--- src/rtl/dsd_pkg.sv ---
`timescale 1ns/1ps
package dsd_pkg;

   typedef enum logic [2:0] {
      CT_IDLE   = 3'd0,
      CT_READ   = 3'd1,
      CT_EWR    = 3'd2,
      CT_LWR    = 3'd3,
      CT_RONLY  = 3'd4,
      CT_CBR    = 3'd5,
      CT_HIDDEN = 3'd6
   } cyc_e;

   // cycle classes in which the data path holds a column access
   function automatic logic is_access(input cyc_e t);
      return (t == CT_READ) || (t == CT_EWR) || (t == CT_LWR) || (t == CT_HIDDEN);
   endfunction

endpackage

--- src/rtl/dsd_sync.sv ---
`timescale 1ns/1ps
module dsd_sync #(
   parameter int W = 1,
   parameter int STAGES = 2,
   parameter logic [W-1:0] RST_VAL = '0
) (
   input  logic         clk,
   input  logic         rst_n,
   input  logic [W-1:0] d,
   output logic [W-1:0] q
);
   logic [W-1:0] stg [STAGES];

   always_ff @(posedge clk or negedge rst_n) begin
      if (!rst_n) begin
         for (int s = 0; s < STAGES; s++) stg[s] <= RST_VAL;
      end else begin
         stg[0] <= d;
         for (int s = 1; s < STAGES; s++) stg[s] <= stg[s-1];
      end
   end

   assign q = stg[STAGES-1];
endmodule

--- src/rtl/dsd_refcnt.sv ---
`timescale 1ns/1ps
module dsd_refcnt #(
   parameter int W = 9
) (
   input  logic         clk,
   input  logic         rst_n,
   input  logic         inc,
   output logic [W-1:0] cnt
);
   localparam logic [W-1:0] LAST = {W{1'b1}};

   always_ff @(posedge clk or negedge rst_n) begin
      if (!rst_n)   cnt <= '0;
      else if (inc) cnt <= (cnt == LAST) ? '0 : cnt + 1'b1;
   end
endmodule

--- src/rtl/dsd_classify.sv ---
`timescale 1ns/1ps
module dsd_classify
   import dsd_pkg::*;
#(
   parameter int AW = 9,
   parameter int LANES = 2
) (
   input  logic             clk,
   input  logic             rst_n,
   input  logic             ras,
   input  logic [LANES-1:0] lane,
   input  logic             we,
   input  logic             oe,
   input  logic [AW-1:0]    addr,
   input  logic [AW-1:0]    ref_cnt,
   output logic             ref_inc,
   output logic [AW-1:0]    row_addr,
   output logic [AW-1:0]    col_addr,
   output logic [LANES-1:0] rd_stb,
   output logic [LANES-1:0] wr_stb,
   output logic [LANES-1:0] oe_lane,
   output cyc_e             cyc,
   output logic             ref_stb,
   output logic [AW-1:0]    ref_row
);
   // previous samples for edge detection
   logic             ras_q, we_q;
   logic [LANES-1:0] lane_q;
   logic             mode_acc, rd_valid;

   logic             cas, cas_q;
   logic             ras_fall, ras_rise, cas_fall, we_fall;
   logic [LANES-1:0] lane_fall;
   logic             cbr_ev, ronly_ev, acc_win;
   logic [LANES-1:0] rd_ev, wr_ev, oe_d;
   cyc_e             cyc_d;

   assign cas       = |lane;
   assign cas_q     = |lane_q;
   assign ras_fall  = ras & ~ras_q;
   assign ras_rise  = ~ras & ras_q;
   assign cas_fall  = cas & ~cas_q;
   assign we_fall   = we & ~we_q;
   assign lane_fall = lane & ~lane_q;

   assign cbr_ev    = ras_fall & cas_q;
   assign ronly_ev  = ras_fall & ~cas_q;
   assign acc_win   = ras & (mode_acc | ronly_ev);

   assign rd_ev = {LANES{acc_win & ~we}} & lane_fall;
   assign wr_ev = {LANES{acc_win}} &
                  ((lane_fall & {LANES{we}}) | (lane & lane_q & {LANES{we_fall}}));
   assign oe_d  = lane & {LANES{~we & oe & (rd_valid | (|rd_ev))}};

   assign ref_inc = cbr_ev;

   always_comb begin
      cyc_d = cyc;
      if (cbr_ev)
         cyc_d = is_access(cyc) ? CT_HIDDEN : CT_CBR;
      else if (acc_win && cas_fall)
         cyc_d = we ? CT_EWR : CT_READ;
      else if (ronly_ev)
         cyc_d = CT_RONLY;
      else if (acc_win && we_fall && cas && cyc == CT_READ)
         cyc_d = CT_LWR;
      else if (!ras && !cas)
         cyc_d = CT_IDLE;
   end

   always_ff @(posedge clk or negedge rst_n) begin
      if (!rst_n) begin
         ras_q    <= 1'b0;
         we_q     <= 1'b0;
         lane_q   <= '0;
         mode_acc <= 1'b0;
         rd_valid <= 1'b0;
         row_addr <= '0;
         col_addr <= '0;
         rd_stb   <= '0;
         wr_stb   <= '0;
         oe_lane  <= '0;
         cyc      <= CT_IDLE;
         ref_stb  <= 1'b0;
         ref_row  <= '0;
      end else begin
         ras_q    <= ras;
         we_q     <= we;
         lane_q   <= lane;
         mode_acc <= ronly_ev | (mode_acc & ras);
         rd_valid <= (|rd_ev) | (rd_valid & cas);
         if (ronly_ev)            row_addr <= addr;
         if (acc_win && cas_fall) col_addr <= addr;
         rd_stb   <= rd_ev;
         wr_stb   <= wr_ev;
         oe_lane  <= oe_d;
         cyc      <= cyc_d;
         ref_stb  <= cbr_ev | (ras_rise & (cyc == CT_RONLY));
         ref_row  <= cbr_ev ? ref_cnt : row_addr;
      end
   end
endmodule

--- src/rtl/dram_strobe_decoder.sv ---
`timescale 1ns/1ps
module dram_strobe_decoder
   import dsd_pkg::*;
#(
   parameter int ADDR_W = 9,
   parameter int LANES = 2,
   parameter int SYNC_STAGES = 2
) (
   input  logic              clk,
   input  logic              rst_n,
   input  logic              ras_n,
   input  logic [LANES-1:0]  cas_n,
   input  logic              we_n,
   input  logic              oe_n,
   input  logic [ADDR_W-1:0] addr,
   output logic [ADDR_W-1:0] row_addr,
   output logic [ADDR_W-1:0] col_addr,
   output logic [LANES-1:0]  rd_stb,
   output logic [LANES-1:0]  wr_stb,
   output logic [LANES-1:0]  oe_lane,
   output logic [2:0]        cyc_type,
   output logic              ref_stb,
   output logic [ADDR_W-1:0] ref_row
);
   localparam int STB_W = LANES + 3;
   localparam int RAS_B = LANES;
   localparam int WE_B  = LANES + 1;
   localparam int OE_B  = LANES + 2;

   if (ADDR_W < 1) begin : g_bad_addr
      $error("ADDR_W must be at least 1");
   end
   if (LANES < 1) begin : g_bad_lanes
      $error("LANES must be at least 1");
   end
   if (SYNC_STAGES < 2) begin : g_bad_sync
      $error("SYNC_STAGES must be at least 2");
   end

   logic [STB_W-1:0]  stb_s;
   logic [ADDR_W-1:0] addr_s;
   logic [ADDR_W-1:0] ref_cnt;
   logic              ref_inc;
   cyc_e              cyc_w;

   dsd_sync #(.W(STB_W), .STAGES(SYNC_STAGES), .RST_VAL({STB_W{1'b1}})) i_sync_stb (
      .clk(clk), .rst_n(rst_n), .d({oe_n, we_n, ras_n, cas_n}), .q(stb_s)
   );

   dsd_sync #(.W(ADDR_W), .STAGES(SYNC_STAGES), .RST_VAL('0)) i_sync_addr (
      .clk(clk), .rst_n(rst_n), .d(addr), .q(addr_s)
   );

   dsd_refcnt #(.W(ADDR_W)) i_refcnt (
      .clk(clk), .rst_n(rst_n), .inc(ref_inc), .cnt(ref_cnt)
   );

   dsd_classify #(.AW(ADDR_W), .LANES(LANES)) i_classify (
      .clk(clk), .rst_n(rst_n),
      .ras(~stb_s[RAS_B]), .lane(~stb_s[LANES-1:0]),
      .we(~stb_s[WE_B]), .oe(~stb_s[OE_B]),
      .addr(addr_s), .ref_cnt(ref_cnt), .ref_inc(ref_inc),
      .row_addr(row_addr), .col_addr(col_addr),
      .rd_stb(rd_stb), .wr_stb(wr_stb), .oe_lane(oe_lane),
      .cyc(cyc_w), .ref_stb(ref_stb), .ref_row(ref_row)
   );

   assign cyc_type = cyc_w;
endmodule

--- config.mk ---
export PLATFORM = sky130hd
export DESIGN_NAME = dram_strobe_decoder
export DESIGN_NICKNAME = d
export VERILOG_FILES = /design/src/rtl/dsd_pkg.sv /design/src/rtl/dsd_sync.sv /design/src/rtl/dsd_refcnt.sv /design/src/rtl/dsd_classify.sv /design/src/rtl/dram_strobe_decoder.sv
export SDC_FILE = /design/constraint.sdc
export NUM_CORES = 1
export LEC_CHECK = 0
export BUFFER_PORTS_ARGS = -buffer_cell sky130_fd_sc_hd__buf_4
export CAP_MARGIN = 20
export CORE_UTILIZATION = 58
export DETAILED_ROUTE_END_ITERATION = 8
export GPL_TIMING_DRIVEN = 0
export PLACE_DENSITY = 0.89
export SLEW_MARGIN = 20
export SYNTH_ARGS = -nofsm -noshare
export SYNTH_HDL_FRONTEND = slang
export SYNTH_SLANG_ARGS = --single-unit
--- constraint.sdc ---
create_clock -name clk -period 3.01 [get_ports clk]
set_input_delay 0.301 -clock clk [delete_from_list [all_inputs] [get_ports clk]]
set_output_delay 0.301 -clock clk [all_outputs]
set_load 0.005 [all_outputs]
* Yosys cells after proc, flatten, opt, wreduce, memory -nomap -nowiden *
Cells that the tools add are included.

word-level totals
  register bits = 80
  word-level logic and storage cells = 81
  output and inout port bits = 37
  input port bits = 16

cells by class
  equal/unequal tests = 6
  bitwise operators = 34
  multiplexer cells = 9
  add/sub/neg operators = 1
  reductions and logical operators = 13

operators with widths
  operator             number
  $mux 9               2
  $mux 3               5
  $and 2x2->2          7
  $and 1x1->1          13
  $add 9x1->9 const B  1
  $eq 9x9->1 const B   1
  $eq 3x2->1 const B   2
  $eq 3x3->1 const B   2
  $not 1->1            6
  $reduce_or 2->1      3
  $logic_and 1x1->1    5
  $or 1x1->1           5
  $reduce_bool 5->1    1
  $mux 2               2
  $not 2->2            2
  $eq 3x1->1 const B   1
  $logic_or 1x1->1     3
  $or 2x2->2           1
  $logic_not 1->1      1

* Logic depth before layout (Yosys ltp) *
Gate-level depths: netlist (run 1).

  depth in word-level cells = 12
  mapped depth = 8
  gate-level depth less buffers = 7

* Modules after synthesis *
From an unflattened synthesis (run 1), not the netlist that was laid out.

second synthesis, totals
  cell total of the unflattened synthesis = 244
  area total of the unflattened synthesis = 3091.7 µm²

by module, submodules not included
  module                  area each (µm²)  cells each  instances  seq. area each (µm²)
  dsd_classify            1767.9           149         1          1076.0
  dsd_sync (i_sync_addr)  518.0            27          1          450.4
  dsd_refcnt              486.7            48          1          225.2
  dsd_sync (i_sync_stb)   300.3            15          1          262.8
  dram_strobe_decoder     18.8             5           1          0.0

* Worst setup path before layout (run 1) *
No wires, ideal clock.

  path type = register to register
  start = register i_refcnt.cnt[0]
  end = register i_refcnt.cnt[5]
  library setup time = 83 ps
  cell stages (with the launch flop) = 9
  clock period less this slack = 1596 ps
  path buffers = 1
  slack = 1414 ps
  arrival time = 1514 ps
  path through = dfrtp_1 ha_1 nand3_1 nor2_1 ha_1 buf_2 nor2_1 nand4_1 o21ai_0

on the way
  longest elaborated chain between the ends = 2
  elaborated cells on any way between the ends = 3
  classes of those cells = add/sub: 1; eq/ne: 1; mux: 1

RTL lines
  what                                              RTL line          text
  start, declared                                   dsd_refcnt.sv:8   output logic [W-1:0] cnt
  start signal, assigned                            dsd_refcnt.sv:14  else if (inc) cnt <= (cnt == LAST) ? '0 : cnt + 1'b1;
  $add 9x1->9 / $eq 9x9->1 (equally long branches)  dsd_refcnt.sv:14
  $mux 9 (*)                                        dsd_refcnt.sv:14

Every way passes the cells marked *; elsewhere a longest branch is shown, timed or not.
A chain may end at the register's enable or synchronous reset.

* Final worst setup path (run 1) *
Ends and elaborated chain as after synthesis.

==> results.tsv, run 1 <==
stage	metric	value	unit
run_status	outcome	complete, no violations	
min_path	whs_path_depth	1	
clock_tree	cts_tree	done	
cells_and_area	drive_above_1_share	35.8	%
clock_tree	numClockSinks	80	
sta	setup_violations	0	
worst_setup_path	rr_endpoint	i_refcnt.cnt[5]	
grt	grt_overflow	0	
cells_and_area	fillCellCount	317	
placement	gp_congestion	0.916	
detailed_routing	drc_errors	0	
clock_tree	clkTransAtPathRegs	80	ps
flow_run	maxCapViolations	0	
pwr	p_total	2.48	mW
placement	pre_cts_ws	1130	ps
sta	rsz0062_at_grt	false	
synth	synth_edf_count	0	
clock_tree	h-tree-depth	3	
floorplan	io_pins	53	
sta	setup_slack	1080	ps
worst_setup_path	worst_ep_required_time	3270	ps
worst_setup_path	worstSetupStartpointType	register	
sta	max_freq	518	MHz
synth	netlist_area	2940	µm²
detailed_routing	drt_iter0_markers	261	
floorplan	start_util	61.5	%
cells_and_area	antenna_cells	0	
clock_tree	cts-root-buf	clkbuf_8	
worst_setup_path	reg2reg_slack	1080	ps
grt	grt_pass1_vias	1960	
floorplan	num_rows	25	
worst_setup_path	cp_max_fo	9	
grt	grt_usage	24.7	%
placement	portBuffers	52	
worst_setup_path	arrival	2190	ps
grt	antenna_found_initial	0	
sta	post-route-period-util	64.1	%
min_path	hold_end	i_sync_addr.stg[15]	
worst_setup_path	setup.worst_path.end_class	register	
clock_tree	numCtsBuffers	9	
synth	synth_top_area_share	59.5	%
worst_setup_path	rr_startpoint	i_refcnt.cnt[0]	
pwr	p_per_area	687	nW/µm²
floorplan	fp.dieArea	5360	µm²
sta	finClkSkew	7.34	ps
floorplan	dieWidth	73.2	µm
sta	min_period	1930	ps
min_path	hold_path.class	in2reg	
detailed_routing	vias	1994	
sta	fin_tns_setup	0	ps
sta	tightest_slew	951	ps
detailed_routing	wirelength	5690	µm
synth	synthMostInstantiatedCell	dfrtp_1	
synth	synth.avg_cell_area	12.7	µm²
sta	slew_viol_final	0	
synth	synth.distinct_cells	41	
synth	synthCells	231	
synth	syn_nets	249	
sta	slew_headroom	36.6	%
clock_tree	clk_path_buf_depth	2	
synth	yosysSeqAreaShare	68.5	%
pwr	p_leak	1.71	nW
floorplan	die_h	73.2	µm
floorplan	coreArea	4790	µm²
synth	yosys_warnings	0	
detailed_routing	routedWlPerCell	15.6	µm
worst_setup_path	path_class	reg2reg	
detailed_routing	drt_pre_antenna_iters	4	
grt	grt_pass1_wl	9460	µm
detailed_routing	routed_via_density	5.45	
grt	grt_max_degree	81	
clock_tree	postCtsSetupRepairBufs	0	
synth	async_flop_share	100	%
clock_tree	ctsResizeCount	0	
worst_setup_path	reg2regPathDepth	8	
synth	yosysTopAreaCell	dfrtp_1	
pwr	vdd_drop_max	0.000528	V
cells_and_area	final_nets	312	
cells_and_area	area_delta_synth_final	22.8	%
synth	synth.area.top_cells	dfrtp_1 60%, dfstp_2 8.9%, mux2_2 6.1%, nand2_1 5.6%, o21ai_0 2.4%	
synth	synth_seq_cells	80	
clock_tree	ctsHoldBuffers	0	
sta	final_hold_viol_count	0	
placement	hpwlAfterDp	3720	µm
clock_tree	clkLatencyLatePin	340	ps
synth	synth_common_cells	70 x dfrtp_1, 44 x nand2_1, 16 x mux2_2	
min_path	worstHoldStart	addr[6]	
detailed_routing	antenna_left	0	
synth	ys.flop_type	dfrtp_1	
area by class of cell:
type                       instances  area, µm²  area share, %
clock inverter                     5       56.3           1.56
clock buffer                      11        141           3.91
buffer                            10       58.8           1.63
tap                               67       83.8           2.32
timing repair buffer              52        390           10.8
inverter                           6       22.5          0.623
multi-input combinational        135        846           23.4
sequential                        80       2010           55.7
report_power, final:
part / leakage [nW] / switching, mW / internal [mW]
combinational: 0.639 / 0.165 / 0.217
clock: 0.0993 / 0.368 / 0.404
sequential: 0.970 / 0.110 / 1.22
worst max-delay path, cell delays in order, from the launching register on:
cell     delay [ps]
dfrtp_1         430
ha_1            260
nand3_1         100
nor2_1           50
ha_1            160
buf_2           170
nor2_1          320
nand4_1         170
o21ai_0         190
cell families after synthesis:
| group | synth area share [%] |
|---|---|
| buf+inv | 2.76 |
| fa+ha+maj | 0.851 |
| flops | 68.5 |
| compound gates | 8.04 |
| mux | 6.89 |
| simple gates | 13.0 |
per-stage QoR:
step	hold slack, ps	utilization [%]	instance area (µm²)	instances
final	58.3	75.5	3610	366
after global routing	43.1	75.5	3610	366
after CTS	47.6	75.5	3610	366
after detailed placement	335	71.4	3420	350
after global placement	332	71.4	3420	350
after floorplan	5.41	-	2940	231
flip-flops by register name (all words and copies together) (netlist names), 2 cells and up:
name / flops
i_sync_addr.q: 9
i_classify.lane_q: 2
i_classify.cyc: 3
i_classify.rd_stb: 2
i_classify.oe_lane: 2
i_classify.ref_row: 9
i_sync_addr.stg: 9
i_classify.col_addr: 9
i_classify.wr_stb: 2
i_sync_stb.stg: 5
i_sync_stb.q: 5
i_refcnt.cnt: 9
i_classify.row_addr: 9
worst max-delay path by stage:
| stage | from | endpoint | slack (ps) | cells after the start |
|---|---|---|---|---|
| global placement | i_classify.lane_q[0] | i_classify.col_addr[5] | 1180 | 4 |
| floorplan | i_refcnt.cnt[0] | i_refcnt.cnt[5] | 1410 | 8 |
| detailed placement | i_refcnt.cnt[0] | i_refcnt.cnt[5] | 1130 | 8 |
| global route | i_refcnt.cnt[4] | i_refcnt.cnt[5] | 980 | 8 |
| finish | i_refcnt.cnt[0] | i_refcnt.cnt[5] | 1080 | 8 |
| CTS | i_classify.lane_q[0] | i_classify.col_addr[3] | 1100 | 4 |
metal layers:
metal | wire (µm) | vias up | track usage [%] | share of wire, %
met5 | 0 | - | 0 | 0
met4 | 104 | 0 | 13.5 | 1.8
met3 | 235 | 10 | 5.25 | 4.1
met2 | 2890 | 63 | 39.7 | 51
met1 | 2460 | 1004 | 31.5 | 43
li1 | - | 917 | - | -
placed cells by master (no fill, tap or decap), types with 3 or more instances in the layout:
cell type	Yosys	routed
dfrtp_1	70	70
buf_4	3	55
nand2_1	44	44
mux2_2	16	16
o21ai_0	14	14
nor2_1	12	12
clkbuf_8	0	10
dfstp_2	10	10
inv_1	5	5
nor3_1	5	5
clkbuf_1	4	5
nand4_1	4	4
or3_1	3	3
nand3_1	3	3
and3_1	3	3
a31oi_1	3	3
Power figures use the tool's default switching activity.
==> run 2, diff against run 1 <==
CORE_UTILIZATION = 49   (was 58)
PLACE_DENSITY = 0.8   (was 0.89)
clock period = 1.65 ns   (was 3.01 ns; I/O delays follow)
==> run 2 against run 1 <==
  * The run now ends with negative hold slack, negative setup slack left
  * Clock power grew 110%
  * Register-to-register slack got worse by 1100 ps
  * Fmax is 16% higher
  * Non-clock buffer count increased by 33
  * Final area increased by 14%
  * Critical path depth unchanged
  * Highest routed layer unchanged
  * Setup slack got worse by 1100 ps
  * Power is 98% higher
==> results.tsv, run 2 (synthesis gave the netlist of run 1 again) <==
stage	metric	value	unit
run_status	outcome	complete, but fails checks	
run_status	violations	negative hold slack, negative setup slack	
pwr	p_leak	1.94	nW
sta	setup_slack	-17.7	ps
clock_tree	h-tree-depth	3	
sta	finClkSkew	10.8	ps
grt	antenna_found_initial	0	
clock_tree	cts-root-buf	clkbuf_8	
placement	gp_congestion	0.855	
clock_tree	cts_tree	done	
worst_setup_path	cp_max_fo	4	
grt	grt_max_degree	81	
floorplan	dieWidth	79.5	µm
pwr	power_frac_comb	17.9	%
clock_tree	numCtsBuffers	9	
floorplan	start_util	52.1	%
cells_and_area	area_delta_synth_final	39.5	%
clock_tree	clk_path_buf_depth	2	
placement	hpwlAfterDp	3520	µm
grt	grt_pass1_wl	9360	µm
sta	tightest_slew	962	ps
sta	slew_viol_final	0	
sta	max_freq	600	MHz
sta	fin_tns_setup	-27.3	ps
sta	min_period	1670	ps
worst_setup_path	setup.worst_path.end_class	register	
sta	setup_violations	2	
min_path	hold_path.class	in2async	
clock_tree	clkLatencyLatePin	350	ps
worst_setup_path	worstSetupStartpointType	register	
worst_setup_path	worst_ep_required_time	1940	ps
clock_tree	clkTransAtPathRegs	70	ps
worst_setup_path	crit_path_top_delay_cell	or3_4	
floorplan	die_h	79.5	µm
detailed_routing	routed_via_density	5.41	
detailed_routing	drt_iter0_markers	190	
grt	grt_overflow	0	
cells_and_area	final_cells	404	
worst_setup_path	crit_chain	buf_6 -> or3_1 -> nand2_1 -> nand2_2 -> inv_2 -> a21oi_2 -> or3_4 -> nor2_2	
pwr	p_per_area	1200	nW/µm²
pwr	vdd_drop_max	0.000826	V
cells_and_area	final_nets	345	
grt	grt_pass1_vias	2024	
detailed_routing	vias	2185	
floorplan	io_pins	53	
detailed_routing	antenna_left	0	
worst_setup_path	path_class	reg2reg	
pwr	p_total	4.91	mW
placement	dp.cells	355	
floorplan	fp.dieArea	6320	µm²
flow_run	maxCapViolations	0	
pwr	p_seq_share	49.8	%
detailed_routing	drc_errors	0	
sta	final_hold_viol_count	42	
sta	rsz0062_at_grt	true	
detailed_routing	drt_pre_antenna_iters	4	
detailed_routing	routedWlPerCell	16.0	µm
cells_and_area	antenna_cells	0	
floorplan	coreArea	5640	µm²
worst_setup_path	arrival	1960	ps
cells_and_area	final_common_cell	buf_4	
cells_and_area	final_cell_mix	71 x buf_4, 67 x dfrtp_1, 41 x nand2_1, 14 x dlygate4sd3_1	
cells_and_area	drive_above_1_share	43.4	%
detailed_routing	wirelength	6450	µm
cells_and_area	fillCellCount	337	
worst_setup_path	cpPeakStageDelay	380	ps
floorplan	num_rows	27	
cells_and_area	post-route-util	72.7	%
sta	slew_headroom	35.9	%
sta	post-route-period-util	101	%
pwr	p_sw_share	24.7	%
pwr	p_sw	1.21	mW
sta	hold_slack	-34.2	ps
pwr	intPower	3.70	mW
grt	grt_usage	20.2	%
clock_tree	numClockSinks	80	
placement	portBuffers	52	
pwr	clkPwrFrac	32.3	%
-- run 2: cell count changes in the layout (fill, tap and decap cells not counted), moves of 3 or more --
| cell | previous run | this run |
|---|---|---|
| dlygate4sd3_1 | 0 | 14 |
| buf_4 | 55 | 71 |
| mux2_2 | 16 | 4 |
| clkbuf_1 | 5 | 2 |
| dfrtp_2 | 0 | 3 |
| nand2_1 | 44 | 41 |
| mux2_4 | 0 | 13 |
| buf_6 | 1 | 4 |
| dfrtp_1 | 70 | 67 |
-- run 2: power by group through the flow --
stage / clock network [mW] / logic (mW) / registers [mW]
floorplan: 0 / 0.289 / 2.42
global placement: 0 / 0.678 / 2.44
detailed placement: 0 / 0.705 / 2.45
CTS: 1.61 / 0.743 / 2.42
global route: 1.69 / 0.964 / 2.47
finish: 1.59 / 0.877 / 2.44
-- run 2: worst paths after layout --
kind                            slack [ps]                start               endpoint  cells past startpoint
worst max-delay path                   -20     i_classify.ras_q  i_classify.oe_lane[0]                      8
worst min-delay path                   -30                rst_n    i_classify.rd_valid                      1
worst max register to register         -20     i_classify.ras_q  i_classify.oe_lane[0]                      8
worst min register to register         350  i_sync_addr.stg[17]       i_sync_addr.q[8]                      0
max in group asynchronous             1000                rst_n        i_refcnt.cnt[4]                      1
min in group clk                       350  i_sync_addr.stg[17]       i_sync_addr.q[8]                      0
-- run 2: final cells by class --
| type | instances | area (µm²) | area share, % |
|---|---|---|---|
| clock inverter | 3 | 65.1 | 1.59 |
| buffer | 6 | 48.8 | 1.19 |
| multi-input combinational | 135 | 951 | 23.2 |
| tap | 72 | 90.1 | 2.20 |
| timing repair buffer | 89 | 749 | 18.3 |
| sequential | 80 | 2020 | 49.2 |
| clock buffer | 13 | 159 | 3.87 |
| inverter | 6 | 22.5 | 0.549 |
-- run 2: layer usage --
metal  wire [µm]  GRT usage (%)  vias to the layer above
met1        2720           25.1                     1091
met3         448           7.09                       18
met2        3130           31.8                       92
met5           0              0                        -
met4         153           9.27                        0
li1            -              -                      984
-- run 2: worst max-delay path: cells and delay by family (launching register included) --
| family | cells | cell delay [ps] |
|---|---|---|
| AOI/OAI and AO/OA | 1 | 60 |
| buffers and inverters | 2 | 200 |
| DFF | 1 | 370 |
| and+or+nand+nor | 5 | 990 |
-- run 2: timing repair --
item                                    4_1_cts  5_1_grt
hold endpoints to repair                     14        0
hold buffers                                 14        0
endpoints found under the setup margin       33       41
resized for setup                             7       36
gates cloned                                  0        2
buffers inserted                              5       16
pin swaps                                     2       15
-- run 2: metrics by stage --
step	cell area [µm²]	setup WS [ps]
floorplan	2940	53.6
global placement	3420	-238
detailed placement	3420	-263
CTS	3840	3.67
global route	4100	-85.7
finish	4100	-17.7
==> run 3, diff against run 2 <==
CELL_PAD_IN_SITES_DETAIL_PLACEMENT = 1   (was not set)
CELL_PAD_IN_SITES_GLOBAL_PLACEMENT = 2   (was not set)
CORE_UTILIZATION = 33   (was 49)
SKIP_CTS_REPAIR_TIMING = 1   (was not set)
==> run 3 against run 2 <==
  * The run ends with negative setup slack left
  * Clock power is essentially flat
  * Worst hold slack gained 390 ps
  * Largest cell class unchanged
  * Combinational power increased by 2%
  * Non-clock buffer count decreased by 4
  * Clock-buffer cell count decreased by 4
  * Register-to-register slack worse by 40 ps
  * Final cell count rose by 7.9%
==> results.tsv, run 3 (synthesis gave the netlist of run 1 again) <==
stage	metric	value	unit
floorplan	dieWidth	96.4	µm
worst_setup_path	crit_path_top_delay_cell	dfrtp_2	
clock_tree	clkTransAtPathRegs	90	ps
clock_tree	cts_tree	done	
grt	grt_max_degree	81	
worst_setup_path	path_class	reg2reg	
placement	dp.cells	391	
worst_setup_path	reg2reg_slack	-60	ps
worst_setup_path	reg2regPathDepth	6	
pwr	p_per_area	1190	nW/µm²
placement	portBuffers	52	
grt	grt_pass1_vias	1979	
placement	gp_congestion	0.789	
worst_setup_path	setup.worst_path.end_class	register	
grt	grt_overflow	0	
detailed_routing	drc_errors	0	
detailed_routing	drt_iter0_markers	95	
cells_and_area	post-route-util	47.8	%
cells_and_area	final_common_cell	dfrtp_1	
run_status	outcome	complete, but fails checks	
cells_and_area	antenna_cells	0	
sta	slew_viol_final	0	
run_status	violations	negative setup slack	
flow_run	maxCapViolations	0	
detailed_routing	routedWlPerCell	16.3	µm
cells_and_area	final_cell_mix	65 x dfrtp_1, 63 x buf_4, 42 x nand2_1, 17 x mux2_4, 15 x dlygate4sd3_1	
sta	post-route-period-util	104	%
detailed_routing	wirelength	7120	µm
sta	slew_headroom	50.9	%
worst_setup_path	arrival	1950	ps
worst_setup_path	crit_chain	buf_6 -> nor2_4 -> nand2_2 -> a211oi_4 -> buf_12 -> mux2_2	
cells_and_area	area_delta_synth_final	41.0	%
clock_tree	numCtsBuffers	9	
cells_and_area	stdcell_area	4150	µm²
sta	max_freq	584	MHz
sta	tightest_slew	736	ps
grt	grt_pass1_wl	10200	µm
cells_and_area	final_nets	341	
placement	hpwlAfterDp	4070	µm
worst_setup_path	cp_max_fo	9	
placement	placed_cell_area	3470	µm²
pwr	p_total	4.93	mW
min_path	worstHoldStart	i_sync_addr.stg[15]	
sta	setup_slack	-61.8	ps
floorplan	fp.dieArea	9300	µm²
detailed_routing	antenna_left	0	
worst_setup_path	rr_startpoint	i_classify.lane_q[1]	
grt	grt_usage	14.9	%
detailed_routing	vias	2138	
worst_setup_path	worst_ep_required_time	1880	ps
detailed_routing	drt_pre_antenna_iters	4	
cells_and_area	final_cells	436	
detailed_routing	routed_via_density	4.90	
cells_and_area	drive_above_1_share	43.3	%
sta	rsz0062_at_grt	true	
floorplan	coreArea	8680	µm²
pwr	vdd_drop_max	0.000730	V
grt	antenna_found_initial	0	
worst_setup_path	cpPeakStageDelay	430	ps
sta	final_hold_viol_count	0	
sta	finClkSkew	11.6	ps
worst_setup_path	worstSetupStartpointType	register	
pwr	p_leak	1.94	nW
sta	setup_violations	11	
sta	hold_slack	352	ps
min_path	hold_path.class	reg2reg	
worst_setup_path	cp-startpoint	i_classify.lane_q[1]	
min_path	whs_path_depth	0	
sta	min_period	1710	ps
clock_tree	clkLatencyLatePin	350	ps
floorplan	die_h	96.4	µm
placement	pre_cts_ws	-280	ps
floorplan	num_rows	34	
floorplan	start_util	33.9	%
clock_tree	cts-root-buf	clkbuf_8	
clock_tree	numClockSinks	80	
floorplan	io_pins	53	
sta	fin_tns_setup	-227	ps
clock_tree	clk_path_buf_depth	2	
clock_tree	h-tree-depth	3	
run 3: final timing paths:
check	end
max reg2reg	i_classify.col_addr[3]
min reg2reg	i_sync_addr.q[6]
max	i_classify.col_addr[3]
max in group asynchronous	i_classify.lane_q[0]
min in group asynchronous	i_classify.ref_row[6]
min	i_sync_addr.q[6]
run 3: metal layers:
metal,GRT usage (%),share of wire [%],wire length [µm],vias to the layer above
met5,0,0,0,-
met1,20.9,46,3250,1098
met2,22.3,50,3540,46
met3,3.21,2.9,207,11
met4,6.37,1.7,121,0
li1,-,-,-,983
run 3: power by group:
group          leakage, nW  internal (mW)  switching (mW)
Clock                0.110          0.855           0.738
Combinational        0.863          0.547           0.349
Sequential           0.964           2.23           0.216
Total                 1.94           3.63            1.30
run 3: final cells by class:
| class | instances | area (µm²) |
|---|---|---|
| plain buffers | 7 | 58.8 |
| repair buffers | 84 | 726 |
| fillers | 922 | 4530 |
| multi-input cells | 135 | 965 |
| clock inverters | 7 | 95.1 |
| inverters | 6 | 25.0 |
| flip-flops and latches | 80 | 2020 |
| clock buffers | 9 | 124 |
| well taps | 108 | 135 |
run 3: worst max-delay path: cells and delay by family (launching register included):
kind | cells | cell delay, ps
and+or+nand+nor | 2 | 280
AOI/OAI and AO/OA | 1 | 210
muxes | 1 | 340
buffers and inverters | 2 | 320
DFF | 1 | 430
